$ cat src/rtl/swb_pkg.sv
package swb_pkg;
   typedef enum logic [1:0] {
      SRC_CORE = 2'd0,
      SRC_FWD  = 2'd1,
      SRC_RSP  = 2'd2
   } src_e;

   typedef enum logic [2:0] {
      SEL_NONE,
      SEL_RSP,
      SEL_WOKEN,
      SEL_FWD,
      SEL_CORE
   } sel_e;
endpackage

$ cat src/rtl/swb_arbiter.sv
module swb_arbiter
   import swb_pkg::*;
(
   input  logic rsp_v,
   input  logic wok_v,
   input  logic fwd_v,
   input  logic core_v,
   output sel_e sel
);
   // rank: response, then drained waiters, then forwarded, then core
   always_comb begin
      if (rsp_v)       sel = SEL_RSP;
      else if (wok_v)  sel = SEL_WOKEN;
      else if (fwd_v)  sel = SEL_FWD;
      else if (core_v) sel = SEL_CORE;
      else             sel = SEL_NONE;
   end
endmodule

$ cat src/rtl/swb_wait_store.sv
module swb_wait_store #(
   parameter  int DEPTH  = 4,
   parameter  int ADDR_W = 8,
   parameter  int DATA_W = 16,
   localparam int IDX_W  = (DEPTH > 1) ? $clog2(DEPTH) : 1,
   localparam int CNT_W  = $clog2(DEPTH + 1)
) (
   input  logic              clk,
   input  logic              rst_n,
   input  logic              push_i,
   input  logic [1:0]        push_src_i,
   input  logic [ADDR_W-1:0] push_addr_i,
   input  logic [DATA_W-1:0] push_data_i,
   input  logic              pop_i,
   input  logic              unwake_i,
   input  logic [IDX_W-1:0]  sel_idx_i,
   input  logic              wake_i,
   input  logic [ADDR_W-1:0] wake_addr_i,
   input  logic [ADDR_W-1:0] probe_addr_i,
   output logic              full_o,
   output logic              probe_hit_o,
   output logic              woken_any_o,
   output logic [IDX_W-1:0]  woken_idx_o,
   output logic [1:0]        woken_src_o,
   output logic [ADDR_W-1:0] woken_addr_o,
   output logic [DATA_W-1:0] woken_data_o,
   output logic [CNT_W-1:0]  count_o
);
   if (DEPTH < 2) begin : g_bad_depth
      $error("swb_wait_store: DEPTH must be at least 2");
   end
   if (ADDR_W < 1 || DATA_W < 1) begin : g_bad_width
      $error("swb_wait_store: widths must be positive");
   end

   // entries kept in arrival order, index 0 oldest
   logic [1:0]        e_src  [DEPTH];
   logic [ADDR_W-1:0] e_addr [DEPTH];
   logic [DATA_W-1:0] e_data [DEPTH];
   logic              e_wok  [DEPTH];
   logic [CNT_W-1:0]  cnt;

   logic [1:0]        up_src  [DEPTH];
   logic [ADDR_W-1:0] up_addr [DEPTH];
   logic [DATA_W-1:0] up_data [DEPTH];
   logic              up_wok  [DEPTH];

   logic [1:0]        n_src  [DEPTH];
   logic [ADDR_W-1:0] n_addr [DEPTH];
   logic [DATA_W-1:0] n_data [DEPTH];
   logic              n_wok  [DEPTH];
   logic [CNT_W-1:0]  n_cnt;

   for (genvar g = 0; g < DEPTH; g++) begin : g_shift
      if (g < DEPTH - 1) begin : g_mid
         assign up_src[g]  = e_src[g+1];
         assign up_addr[g] = e_addr[g+1];
         assign up_data[g] = e_data[g+1];
         assign up_wok[g]  = e_wok[g+1];
      end else begin : g_top
         assign up_src[g]  = '0;
         assign up_addr[g] = '0;
         assign up_data[g] = '0;
         assign up_wok[g]  = 1'b0;
      end
   end

   always_comb begin
      n_cnt = cnt;
      for (int i = 0; i < DEPTH; i++) begin
         n_src[i]  = e_src[i];
         n_addr[i] = e_addr[i];
         n_data[i] = e_data[i];
         n_wok[i]  = e_wok[i];
      end
      if (pop_i) begin
         for (int i = 0; i < DEPTH; i++) begin
            if (IDX_W'(i) >= sel_idx_i) begin
               n_src[i]  = up_src[i];
               n_addr[i] = up_addr[i];
               n_data[i] = up_data[i];
               n_wok[i]  = up_wok[i];
            end
         end
         n_cnt = cnt - 1'b1;
      end
      if (push_i) begin
         for (int i = 0; i < DEPTH; i++) begin
            if (CNT_W'(i) == cnt) begin
               n_src[i]  = push_src_i;
               n_addr[i] = push_addr_i;
               n_data[i] = push_data_i;
               n_wok[i]  = 1'b0;
            end
         end
         n_cnt = cnt + 1'b1;
      end
      if (unwake_i) n_wok[sel_idx_i] = 1'b0;
      for (int i = 0; i < DEPTH; i++) begin
         if (wake_i && CNT_W'(i) < n_cnt && n_addr[i] == wake_addr_i) n_wok[i] = 1'b1;
      end
   end

   always_ff @(posedge clk) begin
      if (!rst_n) begin
         cnt <= '0;
         for (int i = 0; i < DEPTH; i++) begin
            e_src[i]  <= '0;
            e_addr[i] <= '0;
            e_data[i] <= '0;
            e_wok[i]  <= 1'b0;
         end
      end else begin
         cnt <= n_cnt;
         for (int i = 0; i < DEPTH; i++) begin
            e_src[i]  <= n_src[i];
            e_addr[i] <= n_addr[i];
            e_data[i] <= n_data[i];
            e_wok[i]  <= n_wok[i];
         end
      end
   end

   always_comb begin
      woken_any_o = 1'b0;
      woken_idx_o = '0;
      probe_hit_o = 1'b0;
      for (int i = 0; i < DEPTH; i++) begin
         if (!woken_any_o && CNT_W'(i) < cnt && e_wok[i]) begin
            woken_any_o = 1'b1;
            woken_idx_o = IDX_W'(i);
         end
         if (CNT_W'(i) < cnt && !e_wok[i] && e_addr[i] == probe_addr_i) probe_hit_o = 1'b1;
      end
   end

   assign woken_src_o  = e_src[woken_idx_o];
   assign woken_addr_o = e_addr[woken_idx_o];
   assign woken_data_o = e_data[woken_idx_o];
   assign full_o       = (cnt == CNT_W'(DEPTH));
   assign count_o      = cnt;

   a_r9_no_push_full: assert property (@(posedge clk) disable iff (!rst_n)
      push_i |-> !full_o);
   a_r9_count_bound: assert property (@(posedge clk) disable iff (!rst_n)
      cnt <= CNT_W'(DEPTH));
   a_r6_one_op: assert property (@(posedge clk) disable iff (!rst_n)
      $onehot0({push_i, pop_i, unwake_i}));
   a_r6_pop_needs_woken: assert property (@(posedge clk) disable iff (!rst_n)
      pop_i |-> woken_any_o);
endmodule

$ cat src/rtl/stall_wake_buffer.sv
module stall_wake_buffer
   import swb_pkg::*;
#(
   parameter  int DEPTH  = 4,
   parameter  int ADDR_W = 8,
   parameter  int DATA_W = 16,
   localparam int IDX_W  = (DEPTH > 1) ? $clog2(DEPTH) : 1,
   localparam int CNT_W  = $clog2(DEPTH + 1)
) (
   input  logic              clk,
   input  logic              rst_n,
   input  logic              rsp_valid,
   output logic              rsp_ready,
   input  logic [ADDR_W-1:0] rsp_addr,
   input  logic [DATA_W-1:0] rsp_data,
   input  logic              fwd_valid,
   output logic              fwd_ready,
   input  logic [ADDR_W-1:0] fwd_addr,
   input  logic [DATA_W-1:0] fwd_data,
   input  logic              core_valid,
   output logic              core_ready,
   input  logic [ADDR_W-1:0] core_addr,
   input  logic [DATA_W-1:0] core_data,
   output logic [ADDR_W-1:0] lk_addr,
   input  logic              lk_stable,
   input  logic              wake_valid,
   input  logic [ADDR_W-1:0] wake_addr,
   output logic              out_valid,
   output logic [1:0]        out_src,
   output logic              out_replay,
   output logic [ADDR_W-1:0] out_addr,
   output logic [DATA_W-1:0] out_data
);
   sel_e              sel;
   logic              full, probe_hit, wok_any;
   logic [IDX_W-1:0]  wok_idx;
   logic [1:0]        wok_src;
   logic [ADDR_W-1:0] wok_addr;
   logic [DATA_W-1:0] wok_data;
   logic [CNT_W-1:0]  count;

   logic [1:0]        cand_src;
   logic [ADDR_W-1:0] cand_addr;
   logic [DATA_W-1:0] cand_data;
   logic              is_arrival, must_wait, issue_arr, park, wk_go, wk_back;

   swb_arbiter u_arb (
      .rsp_v  (rsp_valid),
      .wok_v  (wok_any),
      .fwd_v  (fwd_valid),
      .core_v (core_valid),
      .sel    (sel)
   );

   always_comb begin
      cand_src  = SRC_CORE;
      cand_addr = core_addr;
      cand_data = core_data;
      case (sel)
         SEL_RSP: begin
            cand_src  = SRC_RSP;
            cand_addr = rsp_addr;
            cand_data = rsp_data;
         end
         SEL_WOKEN: begin
            cand_src  = wok_src;
            cand_addr = wok_addr;
            cand_data = wok_data;
         end
         SEL_FWD: begin
            cand_src  = SRC_FWD;
            cand_addr = fwd_addr;
            cand_data = fwd_data;
         end
         default: ;
      endcase
   end

   assign is_arrival = (sel == SEL_FWD) || (sel == SEL_CORE);
   assign must_wait  = !lk_stable || probe_hit;
   assign issue_arr  = is_arrival && !must_wait;
   assign park       = is_arrival && must_wait && !full;
   assign wk_go      = (sel == SEL_WOKEN) && lk_stable;
   assign wk_back    = (sel == SEL_WOKEN) && !lk_stable;

   swb_wait_store #(.DEPTH(DEPTH), .ADDR_W(ADDR_W), .DATA_W(DATA_W)) u_store (
      .clk          (clk),
      .rst_n        (rst_n),
      .push_i       (park),
      .push_src_i   (cand_src),
      .push_addr_i  (cand_addr),
      .push_data_i  (cand_data),
      .pop_i        (wk_go),
      .unwake_i     (wk_back),
      .sel_idx_i    (wok_idx),
      .wake_i       (wake_valid),
      .wake_addr_i  (wake_addr),
      .probe_addr_i (cand_addr),
      .full_o       (full),
      .probe_hit_o  (probe_hit),
      .woken_any_o  (wok_any),
      .woken_idx_o  (wok_idx),
      .woken_src_o  (wok_src),
      .woken_addr_o (wok_addr),
      .woken_data_o (wok_data),
      .count_o      (count)
   );

   assign lk_addr    = cand_addr;
   assign rsp_ready  = 1'b1;
   assign fwd_ready  = (sel == SEL_FWD)  && (issue_arr || park);
   assign core_ready = (sel == SEL_CORE) && (issue_arr || park);
   assign out_valid  = (sel == SEL_RSP) || wk_go || issue_arr;
   assign out_replay = wk_go;
   assign out_src    = cand_src;
   assign out_addr   = cand_addr;
   assign out_data   = cand_data;

   a_r1_rsp_first: assert property (@(posedge clk) disable iff (!rst_n)
      rsp_valid |-> (out_valid && out_src == 2'd2 && !out_replay));
   a_r2_one_accept: assert property (@(posedge clk) disable iff (!rst_n)
      $onehot0({rsp_valid && rsp_ready, fwd_valid && fwd_ready, core_valid && core_ready}));
   a_r3_park_grows: assert property (@(posedge clk) disable iff (!rst_n)
      ((fwd_valid && fwd_ready) || (core_valid && core_ready)) && !out_valid
      |=> count == $past(count) + 1'b1);
   a_r9_full_holds: assert property (@(posedge clk) disable iff (!rst_n)
      (count == CNT_W'(DEPTH) && core_valid && core_ready) |-> out_valid);
endmodule

$ cat config.mk
export PLATFORM = sky130hd
export DESIGN_NAME = stall_wake_buffer
export DESIGN_NICKNAME = d
export VERILOG_FILES = /design/src/rtl/swb_pkg.sv /design/src/rtl/swb_arbiter.sv /design/src/rtl/swb_wait_store.sv /design/src/rtl/stall_wake_buffer.sv
export SDC_FILE = /design/constraint.sdc
export NUM_CORES = 1
export LEC_CHECK = 0
export BUFFER_PORTS_ARGS = -buffer_cell sky130_fd_sc_hd__buf_2
export CORE_MARGIN = 10
export CORE_UTILIZATION = 42
export CTS_BUF_LIST = sky130_fd_sc_hd__clkbuf_8
export CTS_CLUSTER_DIAMETER = 40
export DETAILED_ROUTE_END_ITERATION = 7
export PLACE_DENSITY = 0.6
export SYNTH_ARGS = -nofsm -noshare
export SYNTH_HDL_FRONTEND = slang
export SYNTH_SLANG_ARGS = --single-unit
$ cat constraint.sdc
create_clock -name clk -period 5.85 [get_ports clk]
set_input_delay 0.2925 -clock clk [delete_from_list [all_inputs] [get_ports clk]]
set_output_delay 0.2925 -clock clk [all_outputs]
set_load 0.005 [all_outputs]
# --- Yosys cells after proc, flatten, opt, wreduce, memory -nomap -nowiden ---
# Memory sizes are Yosys's and may differ from the RTL's.
# Index checks and enable logic that the tools add are counted.
classes:
  bitwise: 19
  n_eq_ne: 16
  n_reduce_logical: 47
  n_mux: 85
  order_cmp: 14
  addsub: 2
ops:
  columns: ["op", "n"]
  rows:
  - ["$mux W16", 12]
  - ["$mux W64", 2]
  - ["$mux W8", 14]
  - ["$eq A8 B8 Y1", 8]
  - ["$mux W32", 2]
  - ["$pmux W16 S3", 1]
  - ["$logic_and A1 B1 Y1", 31]
  - ["$mux W1", 28]
  - ["$mux W2", 14]
  - ["$pmux W8 S3", 1]
  - ["$mux W3", 6]
  - ["$or A1 B1 Y1", 16]
  - ["$lt A1 B3 Y1 const A", 4]
  - ["$lt A2 B3 Y1 const A", 4]
  - ["$mux W4", 3]
  - ["$logic_not A1 Y1", 10]
  - ["$eq A2 B3 Y1 const A", 2]
  - ["$eq A3 B2 Y1 const B", 2]
  - ["$eq A3 B3 Y1 const B", 2]
  - ["$pmux W2 S3", 1]
  - ["$logic_or A1 B1 Y1", 5]
  - ["$and A4 B4 Y4", 1]
  - ["$ge A1 B2 Y1 const A", 2]
  - ["$ge A2 B2 Y1 const A", 2]
  - ["10 further kinds", 10]
word_totals:
  input_bits: 87
  ram_bits: 108
  ff_bits: 3
  memories: 4
  output_inout_bits: 39
  word_cells: 188
mem_list:
  columns: ["name", "words", "word_bits", "rd", "rd_ports_with_merged_regs", "wr", "line", "source"]
  rows:
  - ["u_store.e_data", 4, 16, 5, 0, 4, "swb_wait_store.sv:39", "logic [DATA_W-1:0] e_data [DEPTH];"]
  - ["u_store.e_addr", 4, 8, 5, 0, 4, "swb_wait_store.sv:38", "logic [ADDR_W-1:0] e_addr [DEPTH];"]
  - ["u_store.e_src", 4, 2, 5, 0, 4, "swb_wait_store.sv:37", "logic [1:0] e_src [DEPTH];"]
  - ["u_store.e_wok", 4, 1, 4, 0, 4, "swb_wait_store.sv:40", "logic e_wok [DEPTH];"]

# --- Depth between registers and ports, before layout ---
# Gate-level depths: netlist of run 1.
depth:
  depth_word: 34
  mapped_depth: 19
  ltp_nobuf: 16

# --- Cells and area by module ---
# From an unflattened synthesis of run 1, not the netlist that was laid out.
unflattened:
  cells_unflattened: 987
  hier_area_um2: 7764.9
by_module_without_submodules:
  columns: ["module", "seq_area_each_um2", "cells_each", "instances", "area_each_um2"]
  rows:
  - ["swb_wait_store", 2222.1, 838, 1, 6546.3]
  - ["stall_wake_buffer", 0.0, 144, 1, 1183.6]
  - ["swb_arbiter", 0.0, 5, 1, 35.0]

# --- Worst setup path after synthesis of run 1 ---
# Ideal clock, no wire load.
synth_path:
  path_kind: "register to register"
  startpoint: "register u_store.cnt[1], in the netlist u_store.count_o[1]"
  endpoint: "memory u_store.e_wok[2][0], in the netlist u_store.e_wok[0][2]"
  arrival_ns: 3.732
  path_buffers: 3
  setup_time_ns: 0.084
  stages_incl_launch_ff: 19
  slack_ns: 2.033
  cell_sequence: "dfxtp_1 -> inv_1 -> ha_1 -> nand2b_1 -> a21oi_1 -> buf_2 -> o211ai_2 -> o31ai_2 -> o22ai_4 -> xnor2_1 -> or3_1 -> o22ai_2 -> o2111a_1 -> buf_6 -> buf_6 -> mux2i_1 -> xnor2_1 -> nand4_1 -> o31ai_2"
synth_rtl:
  columns: ["item", "line", "source"]
  rows:
  - ["start: declaration", "swb_wait_store.sv:41", "logic [CNT_W-1:0] cnt;"]
  - ["start signal: assignment", "swb_wait_store.sv:114", "cnt <= n_cnt;"]
  - ["end: declaration", "swb_wait_store.sv:40", null]

==> metrics.csv, run 1 <==
stage,metric,value,unit
critical_path,endpoint,u_store.e_wok[0][2],
drt,drt_wl_total,29000,um
power,p_leak,4.308,nW
critical_path,path_max_fanout,48,
hold_path,min_from,wake_addr[6],
critical_path,reg2reg_slack,0.90,ns
run_status,status,completed,
floorplanning,rows,51,
run,maxCapViolCount,0,
floorplanning,die_width,162.3,um
floorplanning,die_h,162.3,um
sta,drv_slew,0,
synthesis,yosysTopAreaCell,dfxtp_1,
hold_path,hold_class,primary input to register,
critical_path,regToRegStartpoint,u_store.count_o[1],
synthesis,synth_ff_type,dfxtp_1,
global_routing,top_usage_layer,met2,
sta,fmax,0.2021,GHz
synthesis,syn_avg_cell_area,8.234,um^2
clock_tree,cts.repair.resized,0,
synthesis,synth_area_leaders,"dfxtp_1 (26%), mux2i_1 (7.9%), mux2_2 (7.0%), o211a_1 (6.4%), nand2_1 (6.3%)",
drt,vias_per_cell,5.907,
power,peakVddDrop,0.1082,mV
drt,num_vias,8046,
drt,wl_per_cell,21.30,um
global_routing,grt-ovfl-total,0,
placed_design,routabilityCongestion,0.9654,
critical_path,worstPathArrival,5.27,ns
placed_design,placed_area,9149,um^2
critical_path,worstPathRequired,6.17,ns
clock_tree,htreeDepth,3,
sta,relSlewSlack,25.82,%
synthesis,synth_nets,1125,
synthesis,synth-async-reset-ratio,0,%
clock_tree,cts_root_buf,clkbuf_8,
drt,first_iter_violations,733,
global_routing,use_met1,30.31,%
drt,drtAntennaViolNets,0,
layout,final_common_cell,nand2_1,
layout,fillers,1994,
drt,drc_errors,0,
sta,fin_crit,4.947,ns
synthesis,syn_inst,1033,
floorplanning,core,19720,um^2
critical_path,end_kind,register,
critical_path,start_kind,register,
sta,setup_viol,0,
sta,rsz0062_at_grt,no,
layout,most-common-layout-cells,"nand2_1 (143), buf_2 (124), dfxtp_1 (111), mux2i_1 (67), and2_1 (59)",
critical_path,crit_path_top_delay_cell,o2111a_2,
synthesis,synth_top_area_share,26.13,%
clock_tree,post_cts_buffers,0,
sta,timing.setup.tns,0,ns
critical_path,timing.rr.end,u_store.e_wok[0][2],
sta,fin_crit_sh,84.57,%
floorplanning,fp.dieArea,26340,um^2
critical_path,critPathKind,register to register,
drt,drtPass1Iterations,6,
synthesis,netlist_area,8506,um^2
critical_path,max_stage_delay,0.66,ns
synthesis,yosys_warnings,0,
sta,final_hold_viol_count,0,
synthesis,ys_types,86,
synthesis,synth-edff-count,0,
synthesis,synth_seq_area_share,26.13,%
global_routing,use_met3,4.070,%
global_routing,track_usage,21.46,%
sta,worst-slew-pin-transition,1.113,ns
layout,diodes,0,
global_routing,grt_pass1_wl,45360,um
global_routing,grt_max_degree,87,
layout,drive_gt1_share,22.42,%
global_routing,antenna_found_initial,0,
critical_path,critPathLaunch,u_store.count_o[1],
critical_path,crit_chain,inv_1 -> ha_1 -> nor2b_1 -> o21ai_2 -> a21o_1 -> buf_4 -> a2bb2oi_1 -> o32a_1 -> nand4_1 -> o21ai_1 -> o2111a_2 -> mux2i_1 -> xnor2_1 -> nand3_1 -> o31ai_2,
clock_tree,cts.sinks,111,
global_routing,first_global_vias,7875,
clock_tree,numCtsBuffers,9,
layout,stdcell_area,9350,um^2
clock_tree,clockBufferDepth,2,
floorplanning,io_pins,126,
hold_path,hold_path_depth,4,
clock_tree,ctsHoldBuffers,0,
clock_tree,clk_latency,0.41,ns
critical_path,reg2reg_depth,15,
layout,syn2layout_area_growth,9.929,%
placed_design,dp_hpwl,20680,um
clock_tree,tritoncts,done,
power,p_per_area,170.7,nW/um^2
synthesis,ys_seq_elements,111,
sta,finClkSkew,0.02382,ns
layout,fin_nets,1184,
global_routing,met2_usage,32.46,%
floorplanning,start_util,43.14,%
clock_tree,clk_pin_slew,0.11,ns
placed_design,io_buffers,124,
[sequential cells by signal (all words and copies together) (netlist names)]
name / cells
u_store.count_o: 3
u_store.e_src: 8
u_store.e_data: 64
u_store.e_wok: 4
u_store.e_addr: 32
[cell type report]
cell class / instances / area (um^2) / area share, %
Multi-Input combinational cell: 773 / 5622 / 60.12
Clock inverter: 7 / 77.57 / 0.8297
Sequential cell: 111 / 2222 / 23.77
Tap cell: 265 / 331.6 / 3.546
Timing Repair Buffer: 145 / 778.2 / 8.323
Inverter: 52 / 195.2 / 2.088
Clock buffer: 9 / 123.9 / 1.325
[critical path: cells and delay by family (launching register included)]
| family | cells | cell delay (ns) |
|---|---|---|
| AO/OA/AOI/OAI | 7 | 2.53 |
| XOR/XNOR | 1 | 0.16 |
| adder cells (fa/ha/maj) | 1 | 0.24 |
| buffers and inverters | 2 | 0.59 |
| flip-flops | 1 | 0.54 |
| multiplexers | 1 | 0.36 |
| AND/OR/NAND/NOR | 3 | 0.44 |
[metal layers]
layer | routed length, um | vias up
met2 | 12770 | 308
met1 | 13650 | 3849
met3 | 2181 | 31
li1 | - | 3858
met5 | 0 | -
met4 | 411 | 0
[power by group]
| group | total, mW | internal [mW] | switching [mW] |
|---|---|---|---|
| clock | 0.484 | 0.169 | 0.314 |
| combinational | 0.325 | 0.135 | 0.189 |
| sequential | 0.787 | 0.772 | 0.0151 |
| total | 1.60 | 1.08 | 0.519 |
[worst min-delay path by stage]
stage	to	slack, ns
finish	u_store.e_wok[0][0]	0.31
global route	u_store.e_wok[0][1]	0.32
CTS	u_store.e_wok[0][0]	0.30
detailed placement	u_store.e_src[3][1]	0.49
global placement	u_store.e_src[3][1]	0.48
floorplan	u_store.e_src[3][1]	0.45
[kinds of logic (layout without fill, tap and decap cells)]
kind of cell	count (synthesis)	after routing	synth area share, %
AOI/OAI and AO/OA	281	281	26.76
xor gates and xnor gates	47	47	4.840
adders and majority gates	5	5	0.7355
buffers and inverters	149	213	8.017
DFF	111	111	26.13
muxes	120	120	14.90
other	1	1	0.04409
and+or+nand+nor	319	319	18.58
[synth_stat cells (all sizes together), types with 20 or more instances]
cell type,instances
o21ai,40
mux2,53
nand2,144
and2,59
inv,52
a221oi,20
a21oi,47
dfxtp,111
o211a,55
clkbuf,58
a222oi,21
mux2i,67
nor2,35
buf,39
xnor2,38
[through the flow]
step                      utilization, %  power, mW  instances  hold WS, ns  setup slack, ns
after CTS                          47.42      1.600       1362       0.2962           0.9668
after floorplan                        -      1.020       1033       0.4522            2.033
after detailed placement           46.40      1.127       1346       0.4858           0.9932
after global routing               47.42      1.668       1362       0.3230           0.4958
after global placement             46.40      1.126       1346       0.4845            1.177
final                              47.42      1.596       1362       0.3114           0.9028
No activity file was read; power rests on OpenSTA's default activity.
==> run 2, diff against run 1 <==
--- a/config.mk
+++ b/config.mk
@@ -5,6 +5,7 @@
 export SDC_FILE = /design/constraint.sdc
 export NUM_CORES = 1
 export LEC_CHECK = 0
+export ABC_AREA = 1
 export BUFFER_PORTS_ARGS = -buffer_cell sky130_fd_sc_hd__buf_2
 export CORE_MARGIN = 10
 export CORE_UTILIZATION = 42
==> constraint.sdc (replaced) <==
create_clock -name clk -period 4.7 [get_ports clk]
set_input_delay 0.235 -clock clk [delete_from_list [all_inputs] [get_ports clk]]
set_output_delay 0.235 -clock clk [all_outputs]
set_load 0.005 [all_outputs]
==> run 2 against run 1 <==
Against the previous run:
- cell count is 30% higher
- worst hold slack worse by 0.055 ns
- first-iteration DRC count is 33% higher
- die area decreased by 2.4%
- setup slack worse by 0.61 ns
- critical path type is now register to output pin
==> metrics.csv, run 2 <==
stage,metric,value,unit
power,netSwitchingFraction,36.67,%
global_routing,grt-ovfl-total,0,
layout,drive_gt1_share,13.94,%
sta,fin_ws,0.2953,ns
drt,wl_per_cell,18.19,um
drt,vias_per_cell,5.411,
critical_path,worstPathRequired,4.47,ns
sta,rsz0062_at_grt,no,
layout,top_register,u_store.e_data,
clock_tree,htreeDepth,3,
synthesis,yosysMostFrequentCell,nand2_1,
clock_tree,clockBufferDepth,2,
synthesis,syn_inst,1421,
placed_design,io_buffers,124,
global_routing,grt_pass1_wl,49180,um
sta,timing.setup.tns,0,ns
clock_tree,clk_latency,0.42,ns
run_status,status,completed,
drt,first_iter_violations,975,
critical_path,worstPathArrival,4.17,ns
layout,final_common_cell,nand2_1,
floorplanning,die_width,160.3,um
power,p_sw,0.8484,mW
global_routing,grt_max_degree,70,
global_routing,antenna_found_initial,0,
critical_path,path_max_fanout,26,
floorplanning,die_h,160.3,um
synthesis,synth_top_area_share,26.86,%
drt,drc_errors,0,
sta,setup_viol,0,
drt,drtPass1Iterations,5,
global_routing,use_met1,35.48,%
drt,drt_wl_total,32210,um
synthesis,yosys_warnings,0,
placed_design,dp_hpwl,23460,um
sta,fmax,0.2270,GHz
sta,fin_crit,4.405,ns
synthesis,synth_seq_area_share,26.86,%
power,sequentialPowerShare,44.1,%
sta,drv_slew,0,
global_routing,top_usage_layer,met1,
synthesis,synth_area_leaders,"dfxtp_1 (27%), nand2_1 (18%), o21ai_0 (14%), nand3_1 (7.0%), inv_1 (6.9%)",
sta,holdWs,0.2562,ns
synthesis,synth_ff_type,dfxtp_1,
power,p_per_area,249.1,nW/um^2
sta,fin_crit_sh,93.72,%
floorplanning,core,19400,um^2
synthesis,synth-async-reset-ratio,0,%
floorplanning,start_util,42.65,%
power,clkPwrFrac,29.0,%
critical_path,critPathKind,register to output pin,
layout,fin_nets,1593,
layout,most-common-layout-cells,"nand2_1 (388), o21ai_0 (230), inv_1 (153), buf_2 (124), nor2_1 (122)",
layout,diodes,0,
layout,reg_top3,"u_store.e_data x64, u_store.e_addr x32, u_store.e_src x8",
floorplanning,io_pins,126,
critical_path,start_kind,register,
clock_tree,cts_root_buf,clkbuf_8,
critical_path,end_kind,output pin,
sta,worst-slew-pin-transition,0.7635,ns
synthesis,ys_types,44,
synthesis,ys_seq_elements,111,
layout,final_util,47.88,%
power,p_leak,4.486,nW
run,maxCapViolCount,0,
clock_tree,numCtsBuffers,9,
global_routing,met2_usage,35.14,%
synthesis,syn_avg_cell_area,5.822,um^2
layout,syn2layout_area_growth,12.27,%
global_routing,first_global_vias,8581,
placed_design,routabilityCongestion,0.9953,
global_routing,use_met3,4.141,%
clock_tree,cts.sinks,111,
synthesis,synth_common_cells,"nand2_1 (390), o21ai_0 (230), inv_1 (153)",
power,intPower,1.465,mW
floorplanning,fp.dieArea,25710,um^2
floorplanning,rows,51,
drt,num_vias,9582,
placed_design,pre_cts_slack,0.4552,ns
synthesis,synth_nets,1513,
synthesis,yosysTopAreaCell,dfxtp_1,
sta,final_hold_viol_count,0,
synthesis,netlist_area,8273,um^2
global_routing,track_usage,23.91,%
synthesis,synth-edff-count,0,
sta,finClkSkew,0.02427,ns
drt,drtAntennaViolNets,0,
layout,largest_reg_flops,64,
power,peakVddDrop,0.1361,mV
sta,relSlewSlack,48.56,%
clock_tree,tritoncts,done,
power,power,2.313,mW
hold_path,hold_class,primary input to register,
clock_tree,clk_pin_slew,0.13,ns
power,p_comb_share,26.9,%
-- run 2: cell count changes after synthesis, sizes merged, moves of 42 or more --
cell	previous run	this run
nand3	13	119
o21ai	40	239
nor2	35	130
a21oi	47	89
nand2	144	404
o211a	55	0
inv	52	161
and2	59	0
mux2i	67	1
mux2	53	1
-- run 2: area by class of cell --
| class | count | area (um^2) |
|---|---|---|
| clock buffer | 10 | 137.6 |
| clock inverter | 6 | 87.58 |
| fill | 2135 | 10110 |
| inverter | 165 | 624.3 |
| multi-input combinational | 1063 | 5036 |
| sequential | 111 | 2222 |
| tap | 265 | 331.6 |
| timing repair buffer | 151 | 848.3 |
-- run 2: per-layer routing --
layer | up-vias | routed length (um) | part of all wire, %
met5 | - | 0 | 0
met1 | 4372 | 15560 | 48
met2 | 412 | 13530 | 42
met4 | 0 | 416 | 1.3
met3 | 26 | 2701 | 8.4
li1 | 4772 | - | -
-- run 2: kinds of logic after synthesis --
logic type | count (synthesis) | synth area share, %
DFF | 111 | 26.86
buffers and inverters | 247 | 12.49
muxes | 2 | 0.2571
and+or+nand+nor | 687 | 35.65
adders and majority gates | 5 | 0.7562
xor gates and xnor gates | 10 | 1.059
AOI/OAI and AO/OA | 358 | 22.88
other | 1 | 0.04533
-- run 2: path summary, 6_finish.rpt --
check | start | endpoint | slack, ns | cells past startpoint
worst max-delay path | u_store.count_o[1] | core_ready | 0.30 | 24
worst min register to register | u_store.e_data[3][15] | u_store.e_data[3][15] | 0.47 | 2
worst min-delay path | core_data[11] | u_store.e_data[1][11] | 0.26 | 3
worst max register to register | u_store.count_o[1] | u_store.e_wok[0][0] | 0.48 | 28
-- run 2: critical path: stages, from the launching register on --
cell and delay, ns:
dfxtp_1 0.37, inv_1 0.14, ha_1 0.21, nand2_4 0.14, nand2_1 0.10, nand2_2 0.06
nand2_4 0.16, nand3_4 0.14, nor2_2 0.15, nand2_4 0.16, or2_1 0.30, nand2_2 0.21
nand2_1 0.08, nand2_1 0.11, nor2_1 0.06, nand3_1 0.08, nor2_1 0.06, nor2_2 0.12
nand3_4 0.10, buf_4 0.25, or2_2 0.32, nand2_1 0.06, inv_1 0.05, nor2_1 0.16
buf_2 0.15
-- run 2: timing repair --
action | in CTS | in global routing
setup endpoints to repair | 0 | 3
resized for setup | 0 | 3
buffers inserted | 0 | 2
hold buffers | 0 | 0
-- run 2: power by group through the flow --
| stage | registers [mW] | clock network (mW) | logic (mW) |
|---|---|---|---|
| after global routing | 1.02 | 0.712 | 0.694 |
| after floorplan | 1.02 | 0 | 0.407 |
| after CTS | 1.02 | 0.679 | 0.611 |
| after detailed placement | 1.04 | 0 | 0.608 |
| after global placement | 1.04 | 0 | 0.612 |
| final | 1.02 | 0.671 | 0.621 |
-- run 2: per-stage QoR --
stage | cell area [um^2] | instances
4_1_cts | 9263 | 1769
6_report | 9288 | 1771
5_1_grt | 9288 | 1771
3_5_place_dp | 9037 | 1753
2_1_floorplan | 8273 | 1421
3_3_place_gp | 9037 | 1753
==> run 3, diff against run 2 <==
--- a/config.mk
+++ b/config.mk
@@ -6,13 +6,14 @@
 export NUM_CORES = 1
 export LEC_CHECK = 0
 export ABC_AREA = 1
-export BUFFER_PORTS_ARGS = -buffer_cell sky130_fd_sc_hd__buf_2
 export CORE_MARGIN = 10
 export CORE_UTILIZATION = 42
 export CTS_BUF_LIST = sky130_fd_sc_hd__clkbuf_8
 export CTS_CLUSTER_DIAMETER = 40
 export DETAILED_ROUTE_END_ITERATION = 7
-export PLACE_DENSITY = 0.6
+export DONT_BUFFER_PORTS = 1
+export PLACE_DENSITY = 0.54
+export SETUP_SLACK_MARGIN = 0.1
 export SYNTH_ARGS = -nofsm -noshare
 export SYNTH_HDL_FRONTEND = slang
 export SYNTH_SLANG_ARGS = --single-unit
==> run 3 against run 2 <==
Against the previous run:
- design area down 7.1%
- wire length fell by 4.5%
- sequential share of layout area increased by 1.8 points
- sequential power about the same
- fmax increased by 5.9%
- global-route usage down 0.71 points
- clock power fell by 7.9%
- critical endpoint unchanged
==> metrics.csv, run 3 (synthesis results as in run 2) <==
stage,metric,value,unit
drt,num_vias,8953,
critical_path,cpMostUsedCell,nand2_1,
critical_path,worstPathArrival,3.92,ns
layout,top_register,u_store.e_data,
global_routing,grt-ovfl-total,0,
placed_design,routabilityCongestion,0.9658,
power,peakVddDrop,0.1425,mV
clock_tree,numCtsBuffers,9,
sta,setup_viol,0,
global_routing,antenna_found_initial,0,
drt,drtAntennaViolNets,0,
critical_path,crit_path_top_delay_cell,dfxtp_1,
critical_path,start_kind,register,
layout,largest_reg_flops,64,
sta,relSlewSlack,36.95,%
critical_path,end_kind,output pin,
placed_design,placed_area,8394,um^2
placed_design,io_buffers,0,
sta,fmax,0.2405,GHz
layout,fin_nets,1468,
clock_tree,clk_latency,0.41,ns
sta,rsz0062_at_grt,yes,
clock_tree,cts.sinks,111,
sta,fin_crit_sh,88.47,%
placed_design,pre_cts_slack,0.5661,ns
drt,vias_per_cell,5.439,
sta,drv_slew,0,
clock_tree,tritoncts,done,
sta,finClkSkew,0.02079,ns
power,power,2.185,mW
critical_path,critPathKind,register to output pin,
sta,final_hold_viol_count,0,
sta,fin_ws,0.5419,ns
hold_path,hold_class,primary input to register,
placed_design,dp_hpwl,22820,um
global_routing,first_global_vias,8088,
floorplanning,rows,51,
floorplanning,die_width,160.3,um
critical_path,max_stage_delay,0.42,ns
power,p_leak,3.962,nW
power,p_per_area,253.3,nW/um^2
drt,first_iter_violations,950,
clock_tree,clk_pin_slew,0.12,ns
sta,holdWs,0.1627,ns
drt,drtPass1Iterations,5,
floorplanning,die_h,160.3,um
drt,wl_per_cell,18.69,um
clock_tree,cts_root_buf,clkbuf_8,
floorplanning,fp.dieArea,25710,um^2
clock_tree,htreeDepth,3,
layout,syn2layout_area_growth,4.280,%
clock_tree,clockBufferDepth,2,
run_status,status,completed,
critical_path,path_max_fanout,22,
floorplanning,core,19400,um^2
drt,drc_errors,0,
layout,stdcell_area,8627,um^2
sta,timing.setup.tns,0,ns
layout,stdcell_count,1646,
placed_design,dp_cells,1629,
critical_path,worstPathRequired,4.47,ns
layout,drive_gt1_share,6.083,%
floorplanning,io_pins,126,
sta,worst-slew-pin-transition,0.9359,ns
sta,fin_crit,4.158,ns
run,maxCapViolCount,0,
drt,drt_wl_total,30760,um
global_routing,grt_max_degree,69,
global_routing,track_usage,23.20,%
floorplanning,start_util,42.65,%
clock_tree,post_cts_buffers,0,
layout,final_util,44.47,%
layout,final_common_cell,nand2_1,
layout,reg_top3,"u_store.e_data x64, u_store.e_addr x32, u_store.e_src x8",
global_routing,grt_pass1_wl,47840,um
layout,most-common-layout-cells,"nand2_1 (389), o21ai_0 (230), inv_1 (153), nor2_1 (122), nand3_1 (116)",
layout,diodes,0,
==> run 3: metal layers <==
metal  GRT usage (%)  up-vias  share of wire [%]
li1                -     4508                  -
met1           34.51     4088                 50
met2           33.83      338                 41
met3           4.499       19                8.1
met4           4.341        0                1.0
met5               0        -                  0
==> run 3: worst paths after layout <==
path,from,end,slack [ns],depth (start not counted)
worst max register to register,u_store.count_o[1],u_store.e_wok[0][1],0.55,28
worst min register to register,u_store.e_data[3][14],u_store.e_data[3][14],0.47,2
worst min-delay path,lk_stable,u_store.e_wok[0][0],0.16,2
worst max-delay path,u_store.count_o[1],core_ready,0.54,26
==> run 3: area by class of cell <==
type | count | area (um^2)
clock buffer | 10 | 137.6
clock inverter | 6 | 61.31
fill | 2188 | 10770
inverter | 165 | 626.9
multi-input combinational | 1063 | 5029
sequential | 111 | 2222
tap | 265 | 331.6
timing repair buffer | 26 | 219.0
==> run 3: report_power, final <==
| group | internal [mW] | switching, mW | leakage, nW |
|---|---|---|---|
| registers | 0.982 | 0.0376 | 0.902 |
| clock network | 0.221 | 0.396 | 0.0982 |
| logic | 0.167 | 0.381 | 2.96 |
==> run 3: worst max-delay path, delay by kind of cell, from the launching register on <==
| kind | cells | cell delay (ns) |
|---|---|---|
| buffers and inverters | 5 | 0.54 |
| flip-flops | 1 | 0.42 |
| adder cells (fa/ha/maj) | 1 | 0.23 |
| AND/OR/NAND/NOR | 20 | 2.32 |
==> run 3: what timing repair did <==
action,4_1_cts,5_1_grt
hold endpoints to repair,68,0
hold buffers,1,0
gates resized for setup,0,3
setup endpoints to repair,0,11
